==> config.mk <==
export PLATFORM = sky130hd
export DESIGN_NAME = free_addr_cache
export DESIGN_NICKNAME = d
export VERILOG_FILES = /design/src/rtl/free_addr_cache_pkg.sv /design/src/rtl/free_addr_lifo.sv /design/src/rtl/free_addr_cache.sv
export SDC_FILE = /design/constraint.sdc
export NUM_CORES = 1
export LEC_CHECK = 0
export ABC_AREA = 0
export BUFFER_PORTS_ARGS = -buffer_cell sky130_fd_sc_hd__buf_4
export CAP_MARGIN = 40
export CORE_MARGIN = 1
export CORE_UTILIZATION = 50
export CTS_CLUSTER_DIAMETER = 60
export CTS_CLUSTER_SIZE = 8
export DETAILED_ROUTE_END_ITERATION = 8
export PLACE_DENSITY = 0.71
export REMOVE_ABC_BUFFERS = 1
export SLEW_MARGIN = 20
export SYNTH_ARGS = -nofsm -noshare
export SYNTH_HDL_FRONTEND = slang
export SYNTH_SLANG_ARGS = --single-unit
export TNS_END_PERCENT = 30
==> constraint.sdc <==
create_clock -name clk -period 4.6 [get_ports clk]
set_clock_uncertainty 0.1 [all_clocks]
set_input_delay 0.92 -clock clk [delete_from_list [all_inputs] [get_ports clk]]
set_output_delay 0.92 -clock clk [all_outputs]
set_load 0.01 [all_outputs]
==> src/rtl/free_addr_cache_pkg.sv <==
package free_addr_cache_pkg;

    // Pointer-memory activity of the cache controller
    typedef enum logic [1:0] {
        FC_IDLE  = 2'd0,
        FC_SPILL = 2'd1,
        FC_FILL  = 2'd2
    } fc_state_e;

endpackage

==> src/rtl/free_addr_lifo.sv <==
// Register stack with one pop and two pushes per cycle.
// The pop is applied first, then push_a, then push_b.
module free_addr_lifo #(
    parameter  int DEPTH  = 8,
    parameter  int ADDR_W = 6,
    localparam int OCC_W  = $clog2(DEPTH + 1),
    localparam int IDX_W  = $clog2(DEPTH)
) (
    input  logic              clk,
    input  logic              rst_n,
    input  logic              pop,
    input  logic              push_a,
    input  logic [ADDR_W-1:0] data_a,
    input  logic              push_b,
    input  logic [ADDR_W-1:0] data_b,
    output logic [ADDR_W-1:0] top,
    output logic [OCC_W-1:0]  occ
);

    typedef struct packed {
        logic [DEPTH-1:0][ADDR_W-1:0] slot;
        logic [OCC_W-1:0]             occ;
    } lifo_t;

    lifo_t            s_d, s_q;
    logic [OCC_W-1:0] base;

    always_comb begin
        s_d  = s_q;
        base = s_q.occ - OCC_W'(pop);
        if (push_a) s_d.slot[IDX_W'(base)] = data_a;
        if (push_b) s_d.slot[IDX_W'(base + OCC_W'(push_a))] = data_b;
        s_d.occ = base + OCC_W'(push_a) + OCC_W'(push_b);
    end

    always_ff @(posedge clk or negedge rst_n) begin
        if (!rst_n) s_q <= '0;
        else        s_q <= s_d;
    end

    assign top = s_q.slot[IDX_W'(s_q.occ - OCC_W'(1))];
    assign occ = s_q.occ;

endmodule

==> src/rtl/free_addr_cache.sv <==
module free_addr_cache
    import free_addr_cache_pkg::*;
#(
    parameter  int N_CELLS    = 64,
    parameter  int DEPTH      = 8,
    parameter  int AFULL_LVL  = 6,
    parameter  int REFILL_LVL = 0,
    localparam int ADDR_W     = $clog2(N_CELLS),
    localparam int OCC_W      = $clog2(DEPTH + 1),
    localparam int EXT_W      = $clog2(N_CELLS + 1)
) (
    input  logic              clk,
    input  logic              rst_n,
    input  logic              alloc_req,
    output logic              alloc_rdy,
    output logic [ADDR_W-1:0] alloc_addr,
    input  logic              rel_valid,
    output logic              rel_rdy,
    input  logic [ADDR_W-1:0] rel_addr,
    output logic              pm_req,
    output logic              pm_we,
    output logic [ADDR_W-1:0] pm_addr,
    output logic [ADDR_W-1:0] pm_wdata,
    input  logic              pm_ack,
    input  logic [ADDR_W-1:0] pm_rdata,
    output logic [OCC_W-1:0]  occ,
    output logic [EXT_W-1:0]  ext_cnt,
    output logic              ext_empty
);

    localparam logic [OCC_W-1:0] AFULL_V  = OCC_W'(AFULL_LVL);
    localparam logic [OCC_W-1:0] REFILL_V = OCC_W'(REFILL_LVL);
    localparam logic [OCC_W-1:0] DEPTH_V  = OCC_W'(DEPTH);
    localparam logic [EXT_W-1:0] POOL_V   = EXT_W'(N_CELLS);

    typedef struct packed {
        fc_state_e         st;
        logic [ADDR_W-1:0] head;
        logic [ADDR_W-1:0] spill_addr;
        logic [EXT_W-1:0]  ext_cnt;
    } ctl_t;

    ctl_t              c_d, c_q;
    logic [ADDR_W-1:0] stk_top;
    logic [OCC_W-1:0]  stk_occ;
    logic              stk_has, fill_ack, spill_ack;
    logic              rel_fire, alloc_fire, spill_go, fill_go;
    logic              lifo_pop, push_rel, push_fill;

    free_addr_lifo #(
        .DEPTH  (DEPTH),
        .ADDR_W (ADDR_W)
    ) u_lifo (
        .clk    (clk),
        .rst_n  (rst_n),
        .pop    (lifo_pop),
        .push_a (push_rel),
        .data_a (rel_addr),
        .push_b (push_fill),
        .data_b (c_q.head),
        .top    (stk_top),
        .occ    (stk_occ)
    );

    always_comb begin
        stk_has   = (stk_occ != '0);
        fill_ack  = (c_q.st == FC_FILL)  && pm_ack;
        spill_ack = (c_q.st == FC_SPILL) && pm_ack;

        // One slot is kept for the head address while a refill is pending
        rel_rdy  = stk_occ < ((c_q.st == FC_FILL) ? DEPTH_V - OCC_W'(1) : DEPTH_V);
        rel_fire = rel_valid && rel_rdy;

        // Source order: stack top, then release bypass, then refill bypass
        alloc_rdy  = stk_has || rel_valid || fill_ack;
        alloc_addr = stk_has ? stk_top : (rel_valid ? rel_addr : c_q.head);
        alloc_fire = alloc_req && alloc_rdy;

        spill_go = (c_q.st == FC_IDLE) && (stk_occ >= AFULL_V) && !alloc_fire;
        fill_go  = (c_q.st == FC_IDLE) && !spill_go && (stk_occ <= REFILL_V)
                   && (c_q.ext_cnt != '0);

        // A release arriving in a spill launch cycle is spilled directly
        lifo_pop  = (alloc_fire && stk_has) || (spill_go && !rel_fire);
        push_rel  = rel_fire && !(alloc_fire && !stk_has) && !spill_go;
        push_fill = fill_ack && !(alloc_fire && !stk_has && !rel_valid);

        c_d = c_q;
        if (spill_go) begin
            c_d.st         = FC_SPILL;
            c_d.spill_addr = rel_fire ? rel_addr : stk_top;
            c_d.ext_cnt    = c_q.ext_cnt + EXT_W'(1);
        end else if (fill_go) begin
            c_d.st = FC_FILL;
        end
        if (spill_ack) begin
            c_d.st   = FC_IDLE;
            c_d.head = c_q.spill_addr;
        end
        if (fill_ack) begin
            c_d.st      = FC_IDLE;
            c_d.head    = pm_rdata;
            c_d.ext_cnt = c_q.ext_cnt - EXT_W'(1);
        end
    end

    always_ff @(posedge clk or negedge rst_n) begin
        if (!rst_n) begin
            c_q.st         <= FC_IDLE;
            c_q.head       <= '0;
            c_q.spill_addr <= '0;
            c_q.ext_cnt    <= POOL_V;
        end else begin
            c_q <= c_d;
        end
    end

    assign pm_req    = (c_q.st != FC_IDLE);
    assign pm_we     = (c_q.st == FC_SPILL);
    assign pm_addr   = (c_q.st == FC_SPILL) ? c_q.spill_addr : c_q.head;
    assign pm_wdata  = c_q.head;
    assign occ       = stk_occ;
    assign ext_cnt   = c_q.ext_cnt;
    assign ext_empty = (c_q.ext_cnt == '0);

endmodule

==> out/qor.yml, run 1 <==
layout.filler_cells: 897
crit_end: "u_lifo.s_q[18]"
regToRegEndpoint: "u_lifo.s_q[18]"
slew_headroom_pct: 41.42
syn_area_per_cell_um2: 8.607
hold_buffers: 0
layout-drive-gt1-share_pct: 19.06
syn_area_um2: 5035
outcome: "finished, final reports clean"
nets: 627
hold_ws_ns: 0.3316
critPathMaxFanout: 12
required_ns: 4.73
die_x_um: 102.3
worstMarginPinSlew_ns: 0.8766
drt_iter0_drc: 282
drc: 0
final_antenna_net_count: 0
fin_util_pct: 57.01
wl_met1_um: 5722
dr_wl_met3_um: 933
r2r_slack_ns: 0.17
syn_inst: 585
drt-total-wl_um: 13420
vias: 4510
setup.worst_path.class: "flop to flop"
htree_levels: 3
yosysWarnings: 0
drt_first_pass_iters: 8
vdd_ir_drop_max_mv: 0.4532
post-cts-setup-buffer-count: 0
hp-class: "primary input to asynchronous set/reset pin"
wl_per_cell_um: 18.36
io_buffer_count: 50
top_layer: "met4"
grt_pass1_wl_um: 22190
yosys.area.top_type: "dfrtp_1"
synthFlopType: "dfrtp_1"
gr-usage-all-layers_pct: 27.44
hold_viol: 0
clk_latency_ns: 0.36
startpoint_type: "flop"
synth_edf_count: 0
core_area_um2: 9774
period_share_pct: 96.24
yosysUniqueCellTypes: 51
p_leak_uw: 0.002384
area_delta_synth_final_pct: 10.69
cts_buffer_depth: 2
ioPinCount: 51
r2r_start: "c_q[19]"
viasPerCell: 6.170
post-route-min-period_ns: 4.427
end_kind: "flop"
crit_arrival_ns: 4.56
fin_setup_tns_ns: 0
gp_congestion: 0.8393
path_clk_slew_ns: 0.09
antenna_found_initial: 0
synth_async_sr_flop_share_pct: 100.0
grt_max_degree: 58
timing.fmax_mhz: 225.9
ys_seq_area_share_pct: 36.31
route.met2.wl_um: 6553
synth_top_area_share_pct: 35.79
rsz0062_at_grt: "yes"
r2r_cells: 18
placed_area_um2: 5358
cts_root_buf: "clkbuf_8"
dieArea_um2: 10470
die-height_um: 102.3
crit_start: "c_q[19]"
design_area_um2: 5573
grt_overflow: 0
synth_area_leaders: "dfrtp_1 (36%), a31oi_1 (6.1%), nand3_1 (6.1%)"
setup_viol: 0
maxSlewViolCount: 0
initial_utilization_pct: 51.51
row_count: 36
dp_hpwl_um: 9288
diodes: 0
tritoncts: "done"
cts.sinks: 73
synth-seq-cells: 73
grt_pass1_vias: 4473
cts_inserted_buffers: 9
powerDensity_nw_per_um2: 893.1
max-cap-violations: 0
[sequential cells by signal, summed over array words and instances (netlist names)]
register    count
u_lifo.occ      4
pm_wdata        6
u_lifo.s_q     48
c_q             8
ext_cnt         7
[worst min-delay path by stage]
stage | start | to | slack [ns] | depth (start not counted)
global placement | c_q[8] | c_q[8] | 0.41 | 2
finish | rst_n | u_lifo.occ[1] | 0.33 | 1
floorplan | c_q[10] | c_q[10] | 0.38 | 2
detailed placement | c_q[11] | c_q[11] | 0.42 | 2
global route | rst_n | ext_cnt[2] | 0.34 | 1
CTS | rst_n | ext_cnt[2] | 0.33 | 1
[critical path: stages, from the launching register on]
cell and delay (ns):
dfrtp_1 0.38, and2b_1 0.24, inv_1 0.07, ha_1 0.33
o21a_1 0.15, nor3_2 0.04, buf_4 0.17, or3_1 0.35
a21oi_1 0.16, a21o_1 0.12, ha_1 0.28, nand2b_1 0.21
nand2_1 0.08, ha_1 0.21, xnor2_1 0.26, xor2_1 0.54
nand3_2 0.36, nor2_1 0.19, a31oi_1 0.07
[synth_stat cells (2+ instances only)]
library cell  count
a211oi_4          2
a21o_1            3
a21oi_1          18
a31oi_1          49
and2_1            2
and3_1            2
buf_2            14
buf_4            25
clkbuf_1         30
dfrtp_1          72
ha_1             16
inv_1            17
mux2_2            9
mux2i_1          12
mux4_2           12
nand2_1          27
nand2b_1          2
nand3_1          61
nand3b_1          2
nor2_1           65
nor2b_1           3
nor3_1            3
o21a_1            3
o21ai_0          32
o21ai_1          47
o22ai_1           8
o311a_1           4
o311ai_1          4
o31ai_1           8
xnor2_1           8
xor2_1            5
[cell usage in the layout (no fill, tap or decap), types with 3 or more instances in the layout]
cell      count
o21a_1        3
a21oi_1      18
o31ai_1       8
clkbuf_8      9
nand2_1      27
o311a_1       4
o311ai_1      4
nand3_2       4
xnor2_1       8
inv_1        17
nand3_1      57
a31oi_1      49
o21ai_0      32
dfrtp_1      72
o21ai_1      47
xor2_1        5
ha_1         16
nor2b_1       3
buf_4        65
a21o_1        3
nor3_1        3
nor2_1       65
mux2i_1      12
mux2_2        9
mux4_2       12
o22ai_1       8
[kinds of logic (layout without fill, tap and decap cells)]
family                     Yosys count  count (layout)  share of synthesized area, %
muxes                               33              33                         9.767
and+or+nand+nor                    177             177                         16.28
xor gates and xnor gates            13              13                         2.261
DFF                                 73              73                         36.31
buffers and inverters               87             100                         8.698
adders and majority gates           17              17                         4.374
AOI/OAI and AO/OA                  185             185                         22.32
[timing repair]
action | 4_1_cts | 5_1_grt
endpoints found under the hold margin | 0 | 0
setup endpoints to repair | 0 | 48
resized for setup | 0 | 4
[where the power goes]
| group | internal (uW) | switching (uW) |
|---|---|---|
| Clock | 253 | 265 |
| Combinational | 1380 | 1800 |
| Sequential | 964 | 311 |
[cell type report]
cell class | instances | area, um^2 | area share, %
clock inverter | 6 | 67.56 | 1.212
multi-input combinational | 425 | 2789 | 50.04
clock buffer | 10 | 127.6 | 2.290
sequential | 73 | 1828 | 32.80
inverter | 17 | 63.81 | 1.145
timing repair buffer | 67 | 530.5 | 9.520
tap | 133 | 166.4 | 2.986
[stage by stage]
| stage | instances | power (uW) | setup slack [ns] |
|---|---|---|---|
| 6_report | 731 | 4977 | 0.1731 |
| 5_1_grt | 731 | 5346 | -0.1653 |
| 3_5_place_dp | 715 | 4406 | 0.2421 |
| 3_3_place_gp | 712 | 4274 | 0.4273 |
| 2_1_floorplan | 515 | 3253 | 0.1461 |
| 4_1_cts | 731 | 4930 | 0.2235 |
[layer usage]
metal / track usage (%) / vias to the layer above
met3: 5.746 / 30
met5: 0 / -
li1: - / 2125
met4: 11.10 / 0
met1: 35.96 / 2179
met2: 44.45 / 176
(Power assumes the default switching activity.)
==> run 2: changes to the inputs <==
--- a/config.mk
+++ b/config.mk
@@ -15,6 +15,7 @@
 export DETAILED_ROUTE_END_ITERATION = 8
 export PLACE_DENSITY = 0.71
 export REMOVE_ABC_BUFFERS = 1
+export SETUP_SLACK_MARGIN = 0.3
 export SLEW_MARGIN = 20
 export SYNTH_ARGS = -nofsm -noshare
 export SYNTH_HDL_FRONTEND = slang
==> run 2 against run 1 <==
Effect of this change: combinational power up 6%; global-route usage unchanged; worst setup slack better by 0.34 ns; worst hold slack improved by 0.0031 ns; core utilization up 1.6 points; cell area is 2.9% higher; sequential share of layout area shrank 0.91 points; count of clock-buffer cells in the layout stayed put; register-to-register slack gained 0.34 ns.
==> out/qor.yml, run 2 (synthesis gave the netlist of run 1 again) <==
outcome: "finished, final reports clean"  # unchanged
cts_root_buf: "clkbuf_8"  # unchanged
gr-usage-all-layers_pct: 27.44  # unchanged
layout_commonest_cell: "dfrtp_1"  # unchanged
critPathMaxFanout: 12  # unchanged
grt_pass1_vias: 4473  # unchanged
startpoint_type: "flop"  # unchanged
drc: 0  # unchanged
vias: 4551  # was 4510
drt_first_pass_iters: 5  # was 8
clk_latency_ns: 0.36  # about the same
area_delta_synth_final_pct: 13.84  # was 10.69%
core_area_um2: 9774  # unchanged
p_int_uw: 2678  # was 2598 uW
largest_reg_flops: 48  # unchanged
final_antenna_net_count: 0  # unchanged
largest-register: "u_lifo.s_q"  # unchanged
dp_slack_ns: 0.2421  # unchanged
layout.filler_cells: 871  # was 897
nets: 628  # was 627
cts_inserted_buffers: 9  # unchanged
drt_iter0_drc: 314  # was 282
period_share_pct: 88.87  # was 96.24%
io_buffer_count: 50  # unchanged
power.switching_uw: 2484  # was 2379 uW
crit_path_cell_trace: "and2b_1 > inv_1 > ha_1 > o21a_1 > nor3_2 > buf_4 > or3_1 > a21oi_1 > a21o_1 > ha_1 > inv_1 > ha_1 > ha_2 > xnor2_4 > xnor2_4 > nand3_2 > nor2_1 > a31oi_1"  # was and2b_1 > inv_1 > ha_1 > o21a_1 > nor3_2 > buf_4 > or3_1 > a21oi_1 > a21o_1 > ha_1 > nand2b_1 > nand2_1 > ha_1 > xnor2_1 > xor2_1 > nand3_2 > nor2_1 > a31oi_1
grt_pass1_wl_um: 22190  # unchanged
row_count: 36  # unchanged
combPwrFrac_pct: 65.2  # was 64.0%
diodes: 0  # unchanged
initial_utilization_pct: 51.51  # unchanged
slew_headroom_pct: 40.86  # was 41.42%
cts.sinks: 73  # unchanged
post-route-min-period_ns: 4.088  # was 4.427 ns
htree_levels: 3  # unchanged
max-cap-violations: 0  # unchanged
critPathSlowestCell: "dfrtp_1"  # was xor2_1
pwr-share-seq_pct: 24.7  # was 25.6%
path_clk_slew_ns: 0.08  # was 0.09 ns
hp-class: "primary input to asynchronous set/reset pin"  # unchanged
viasPerCell: 6.217  # was 6.170
fin_setup_tns_ns: 0  # unchanged
r2r_cells: 18  # unchanged
dp_hpwl_um: 9288  # unchanged
wl_per_cell_um: 18.81  # was 18.36 um
antenna_found_initial: 0  # unchanged
gp_congestion: 0.8393  # unchanged
tritoncts: "done"  # unchanged
required_ns: 4.73  # about the same
p_leak_uw: 0.002411  # was 0.002384 uW
setup.worst_path.class: "flop to flop"  # unchanged
final_cell_mix: "dfrtp_1 (72), buf_4 (66), nor2_1 (64)"  # was dfrtp_1 (72), nor2_1 (65), buf_4 (65)
vdd_ir_drop_max_mv: 0.4571  # was 0.4532 mV
cts_buffer_depth: 2  # unchanged
r2r_slack_ns: 0.51  # was 0.17 ns
crit_arrival_ns: 4.22  # was 4.56 ns
worst_slack_ns: 0.5118  # was 0.1731 ns
maxSlewViolCount: 0  # unchanged
r2r_start: "c_q[19]"  # unchanged
grt_overflow: 0  # unchanged
end_kind: "flop"  # unchanged
pwr-share-clk_pct: 10.1  # was 10.4%
timing.fmax_mhz: 244.6  # was 225.9 MHz
path_common_cell: "ha_1"  # unchanged
sw_frac_of_total_pct: 48.12  # was 47.80%
die_x_um: 102.3  # unchanged
ioPinCount: 51  # unchanged
hold_buffers: 0  # unchanged
top_regs: "u_lifo.s_q: 48 flops, c_q: 8 flops, ext_cnt: 7 flops"  # unchanged
dieArea_um2: 10470  # unchanged
setup_viol: 0  # unchanged
grt_max_degree: 58  # unchanged
drt-total-wl_um: 13770  # was 13420 um
layout-drive-gt1-share_pct: 21.37  # was 19.06%
fin_util_pct: 58.64  # was 57.01%
rsz0062_at_grt: "yes"  # unchanged
powerDensity_nw_per_um2: 900.5  # was 893.1 nW/um^2
hold_viol: 0  # unchanged
critPathMaxStageDelay_ns: 0.38  # was 0.54 ns
regToRegEndpoint: "u_lifo.s_q[45]"  # was u_lifo.s_q[18]
die-height_um: 102.3  # unchanged
worstMarginPinSlew_ns: 0.8849  # was 0.8766 ns
==> run 2: what timing repair did <==
action | 4_1_cts | 5_1_grt
endpoints found under the setup margin | 24 | 49
pin swaps | 0 | 1
setup buffers | 0 | 1
gates resized for setup | 0 | 27
==> run 2: worst max-delay path, delay by kind of cell (launching register included) <==
family	cells	cell delay [ns]
buffers and inverters	3	0.35
AND/OR/NAND/NOR	5	1.14
XOR/XNOR	2	0.43
AO/OA/AOI/OAI	4	0.49
flip-flops	1	0.38
adder cells (fa/ha/maj)	4	1.06
==> run 2: worst max path at each step <==
stage	end	start	slack, ns	cells past startpoint
4_1_cts	u_lifo.s_q[17]	c_q[19]	0.22	18
3_5_place_dp	u_lifo.s_q[17]	c_q[19]	0.24	18
6_report	u_lifo.s_q[45]	c_q[19]	0.51	18
3_3_place_gp	u_lifo.s_q[17]	c_q[19]	0.43	18
2_1_floorplan	u_lifo.s_q[10]	c_q[20]	0.15	17
5_1_grt	u_lifo.s_q[32]	c_q[19]	0.22	17
==> run 2: layer usage <==
| metal | up-vias | part of all wire [%] | GRT usage [%] |
|---|---|---|---|
| met1 | 2216 | 43 | 35.96 |
| li1 | 2134 | - | - |
| met5 | - | 0 | 0 |
| met4 | 0 | 1.4 | 11.10 |
| met3 | 17 | 7.1 | 5.746 |
| met2 | 184 | 49 | 44.45 |
==> run 2: final cells by class <==
cell class                      instances  area (um^2)  area share (%)
Multi-Input combinational cell        425         2940           51.30
Sequential cell                        73         1828           31.89
Timing Repair Buffer                   68        538.0           9.387
Tap cell                              133        166.4           2.903
Clock buffer                           10        127.6           2.227
Clock inverter                          6        67.56           1.179
Inverter                               17        63.81           1.113
==> run 2: per-stage QoR <==
step / area, um^2 / instances / total power (uW) / hold WS, ns
floorplan: 4661 / 515 / 3253 / 0.3797
global placement: 5308 / 712 / 4274 / 0.4100
detailed placement: 5358 / 715 / 4406 / 0.4208
CTS: 5553 / 731 / 4930 / 0.3314
global route: 5732 / 732 / 5531 / 0.3392
finish: 5732 / 732 / 5162 / 0.3347
==> run 2: power groups by stage <==
| stage | combinational, uW | sequential, uW | clock (uW) |
|---|---|---|---|
| floorplan | 1980 | 1270 | 0 |
| global placement | 3010 | 1260 | 0 |
| detailed placement | 3130 | 1270 | 0 |
| CTS | 3140 | 1260 | 525 |
| global route | 3670 | 1310 | 550 |
| finish | 3360 | 1280 | 523 |
==> run 3: changes to the inputs <==
--- a/config.mk
+++ b/config.mk
@@ -9,11 +9,11 @@
 export BUFFER_PORTS_ARGS = -buffer_cell sky130_fd_sc_hd__buf_4
 export CAP_MARGIN = 40
 export CORE_MARGIN = 1
-export CORE_UTILIZATION = 50
+export CORE_UTILIZATION = 35
 export CTS_CLUSTER_DIAMETER = 60
 export CTS_CLUSTER_SIZE = 8
 export DETAILED_ROUTE_END_ITERATION = 8
-export PLACE_DENSITY = 0.71
+export PLACE_DENSITY = 0.54
 export REMOVE_ABC_BUFFERS = 1
 export SETUP_SLACK_MARGIN = 0.3
 export SLEW_MARGIN = 20
==> run 3 against run 2 <==
Effect of this change: sequential share of layout area decreased by 1.1 points; non-clock buffer count increased by 4; critical path depth fell by 3; first-iteration DRC count up 120%; sequential power is essentially flat; global-route usage down 5.1 points; worst setup slack better by 0.073 ns; total power is 7.0% higher; cell area increased by 3.4%; critical path type unchanged; highest routed layer unchanged.
==> out/qor.yml, run 3 (synthesis gave the netlist of run 1 again) <==
final_antenna_net_count: 0  # unchanged
drt-total-wl_um: 15540  # was 13770 um
nets: 632  # was 628
antenna_found_initial: 0  # unchanged
post-route-min-period_ns: 4.015  # was 4.088 ns
core_area_um2: 13930  # was 9774 um^2
outcome: "finished, final reports clean"  # unchanged
crit_arrival_ns: 4.12  # was 4.22 ns
viasPerCell: 5.821  # was 6.217
top_regs: "u_lifo.s_q: 48 flops, c_q: 8 flops, ext_cnt: 7 flops"  # unchanged
cts_inserted_buffers: 9  # unchanged
layout_commonest_cell: "dfrtp_1"  # unchanged
startpoint_type: "flop"  # unchanged
drt_iter0_drc: 694  # was 314
end_kind: "flop"  # unchanged
worst_slack_ns: 0.5847  # was 0.5118 ns
worstMarginPinSlew_ns: 0.7534  # was 0.8849 ns
hp-class: "flop to flop"  # was primary input to asynchronous set/reset pin
grt_overflow: 0  # unchanged
crit_buf_inv: 2  # was 3
grt_max_degree: 38  # was 58
tritoncts: "done"  # unchanged
dp_slack_ns: 0.2186  # was 0.2421 ns
clk_latency_ns: 0.34  # was 0.36 ns
cts_buffer_depth: 2  # unchanged
min-delay-start: "c_q[10]"
critPathSlowestCell: "a311oi_1"  # was dfrtp_1
required_ns: 4.70  # was 4.73 ns
path_delay_family: "compound AO/OA/AOI/OAI gates"  # was simple AND/OR/NAND/NOR gates
row_count: 43  # was 36
diodes: 0  # unchanged
io_buffer_count: 50  # unchanged
design_area_um2: 5927  # was 5732 um^2
drt_first_pass_iters: 5  # unchanged
fin_setup_tns_ns: 0  # unchanged
largest_reg_flops: 48  # unchanged
timing.fmax_mhz: 249.0  # was 244.6 MHz
path_clk_slew_ns: 0.06  # was 0.08 ns
vdd_ir_drop_max_mv: 0.3774  # was 0.4571 mV
maxSlewViolCount: 0  # unchanged
die_x_um: 121.9  # was 102.3 um
layout-drive-gt1-share_pct: 21.39  # was 21.37%
die-height_um: 121.9  # was 102.3 um
largest-register: "u_lifo.s_q"  # unchanged
ioPinCount: 51  # unchanged
p_leak_uw: 0.002469  # was 0.002411 uW
dp_hpwl_um: 10560  # was 9288 um
crit_path_cell_trace: "and2b_1 > inv_1 > ha_1 > a21o_1 > a211oi_4 > or3_1 > a21oi_1 > a21o_1 > ha_1 > inv_1 > ha_1 > a311oi_1 > nand3_4 > nor2_1 > a31oi_1"  # was and2b_1 > inv_1 > ha_1 > o21a_1 > nor3_2 > buf_4 > or3_1 > a21oi_1 > a21o_1 > ha_1 > inv_1 > ha_1 > ha_2 > xnor2_4 > xnor2_4 > nand3_2 > nor2_1 > a31oi_1
wl_per_cell_um: 19.84  # was 18.81 um
cts_root_buf: "clkbuf_16"  # was clkbuf_8
placed_area_um2: 5431  # was 5358 um^2
gp_congestion: 0.8160  # was 0.8393
hold_viol: 0  # unchanged
grt_pass1_vias: 4508  # was 4473
fin_cells: 783  # was 732
period_share_pct: 87.29  # was 88.87%
vias: 4558  # was 4551
max-cap-violations: 0  # unchanged
htree_levels: 3  # unchanged
slew_headroom_pct: 49.43  # was 40.86%
path_common_cell: "ha_1"  # unchanged
grt_pass1_wl_um: 24920  # was 22190 um
rsz0062_at_grt: "no"  # was yes
setup.worst_path.class: "flop to flop"  # unchanged
setup_viol: 0  # unchanged
critPathMaxStageDelay_ns: 0.62  # was 0.38 ns
crit_start: "c_q[19]"  # unchanged
final_cell_mix: "dfrtp_1 (72), buf_4 (67), nor2_1 (65)"  # was dfrtp_1 (72), buf_4 (66), nor2_1 (64)
r2r_start: "c_q[19]"  # unchanged
place_inst: 764  # was 715
area_delta_synth_final_pct: 17.72  # was 13.84%
gr-usage-all-layers_pct: 22.32  # was 27.44%
cts.sinks: 73  # unchanged
dieArea_um2: 14870  # was 10470 um^2
drc: 0  # unchanged
initial_utilization_pct: 36.13  # was 51.51%
powerDensity_nw_per_um2: 931.6  # was 900.5 nW/um^2
critPathMaxFanout: 12  # unchanged
run 3: worst min-delay path, delay by kind of cell (launching register included):
family,cells,cell delay [ns]
flops,1,0.37
compound gates,1,0.06
simple gates,1,0.05
run 3: layout make-up:
class | count | area, um^2
Clock buffer | 10 | 229.0
Clock inverter | 6 | 43.79
Sequential cell | 73 | 1828
Tap cell | 180 | 225.2
Multi-Input combinational cell | 425 | 2944
Fill cell | 1329 | 8008
Timing Repair Buffer | 72 | 593.1
Inverter | 17 | 63.81
run 3: layer usage:
metal  GRT usage [%]  up-vias  part of all wire [%]
met5               0        -                     0
met4           8.873        0                   2.6
met3           5.618       23                   6.6
met2           34.78      159                    48
met1           29.53     2234                    43
li1                -     2142                     -
run 3: metrics by stage:
| stage | power, uW | hold WS [ns] | util [%] |
|---|---|---|---|
| 2_1_floorplan | 3253 | 0.3797 | - |
| 3_3_place_gp | 4444 | 0.4047 | 38.57 |
| 3_5_place_dp | 4546 | 0.4076 | 38.98 |
| 4_1_cts | 5215 | 0.4205 | 41.01 |
| 5_1_grt | 5927 | 0.4544 | 42.53 |
| 6_report | 5522 | 0.4181 | 42.53 |
run 3: timing repair:
action	CTS	global route
pin swaps	0	1
endpoints found under the setup margin	35	49
buffers inserted	0	2
resized for setup	2	24
hold buffers	0	0
run 3: path summary, 6_finish.rpt:
kind	end	slack, ns	cells after the start
worst max-delay path	u_lifo.s_q[45]	0.58	15
worst min-delay path	c_q[10]	0.42	2
worst max register to register	u_lifo.s_q[45]	0.58	15
worst min register to register	c_q[10]	0.42	2
max in group asynchronous	u_lifo.occ[3]	3.37	2
min in group asynchronous	u_lifo.s_q[46]	0.44	1
run 3: power breakdown:
part,leakage (uW),internal (uW),switching (uW)
Combinational,0.00145,1550,2040
Clock,0.000121,366,289
Sequential,0.000899,966,309
Total,0.00247,2880,2640
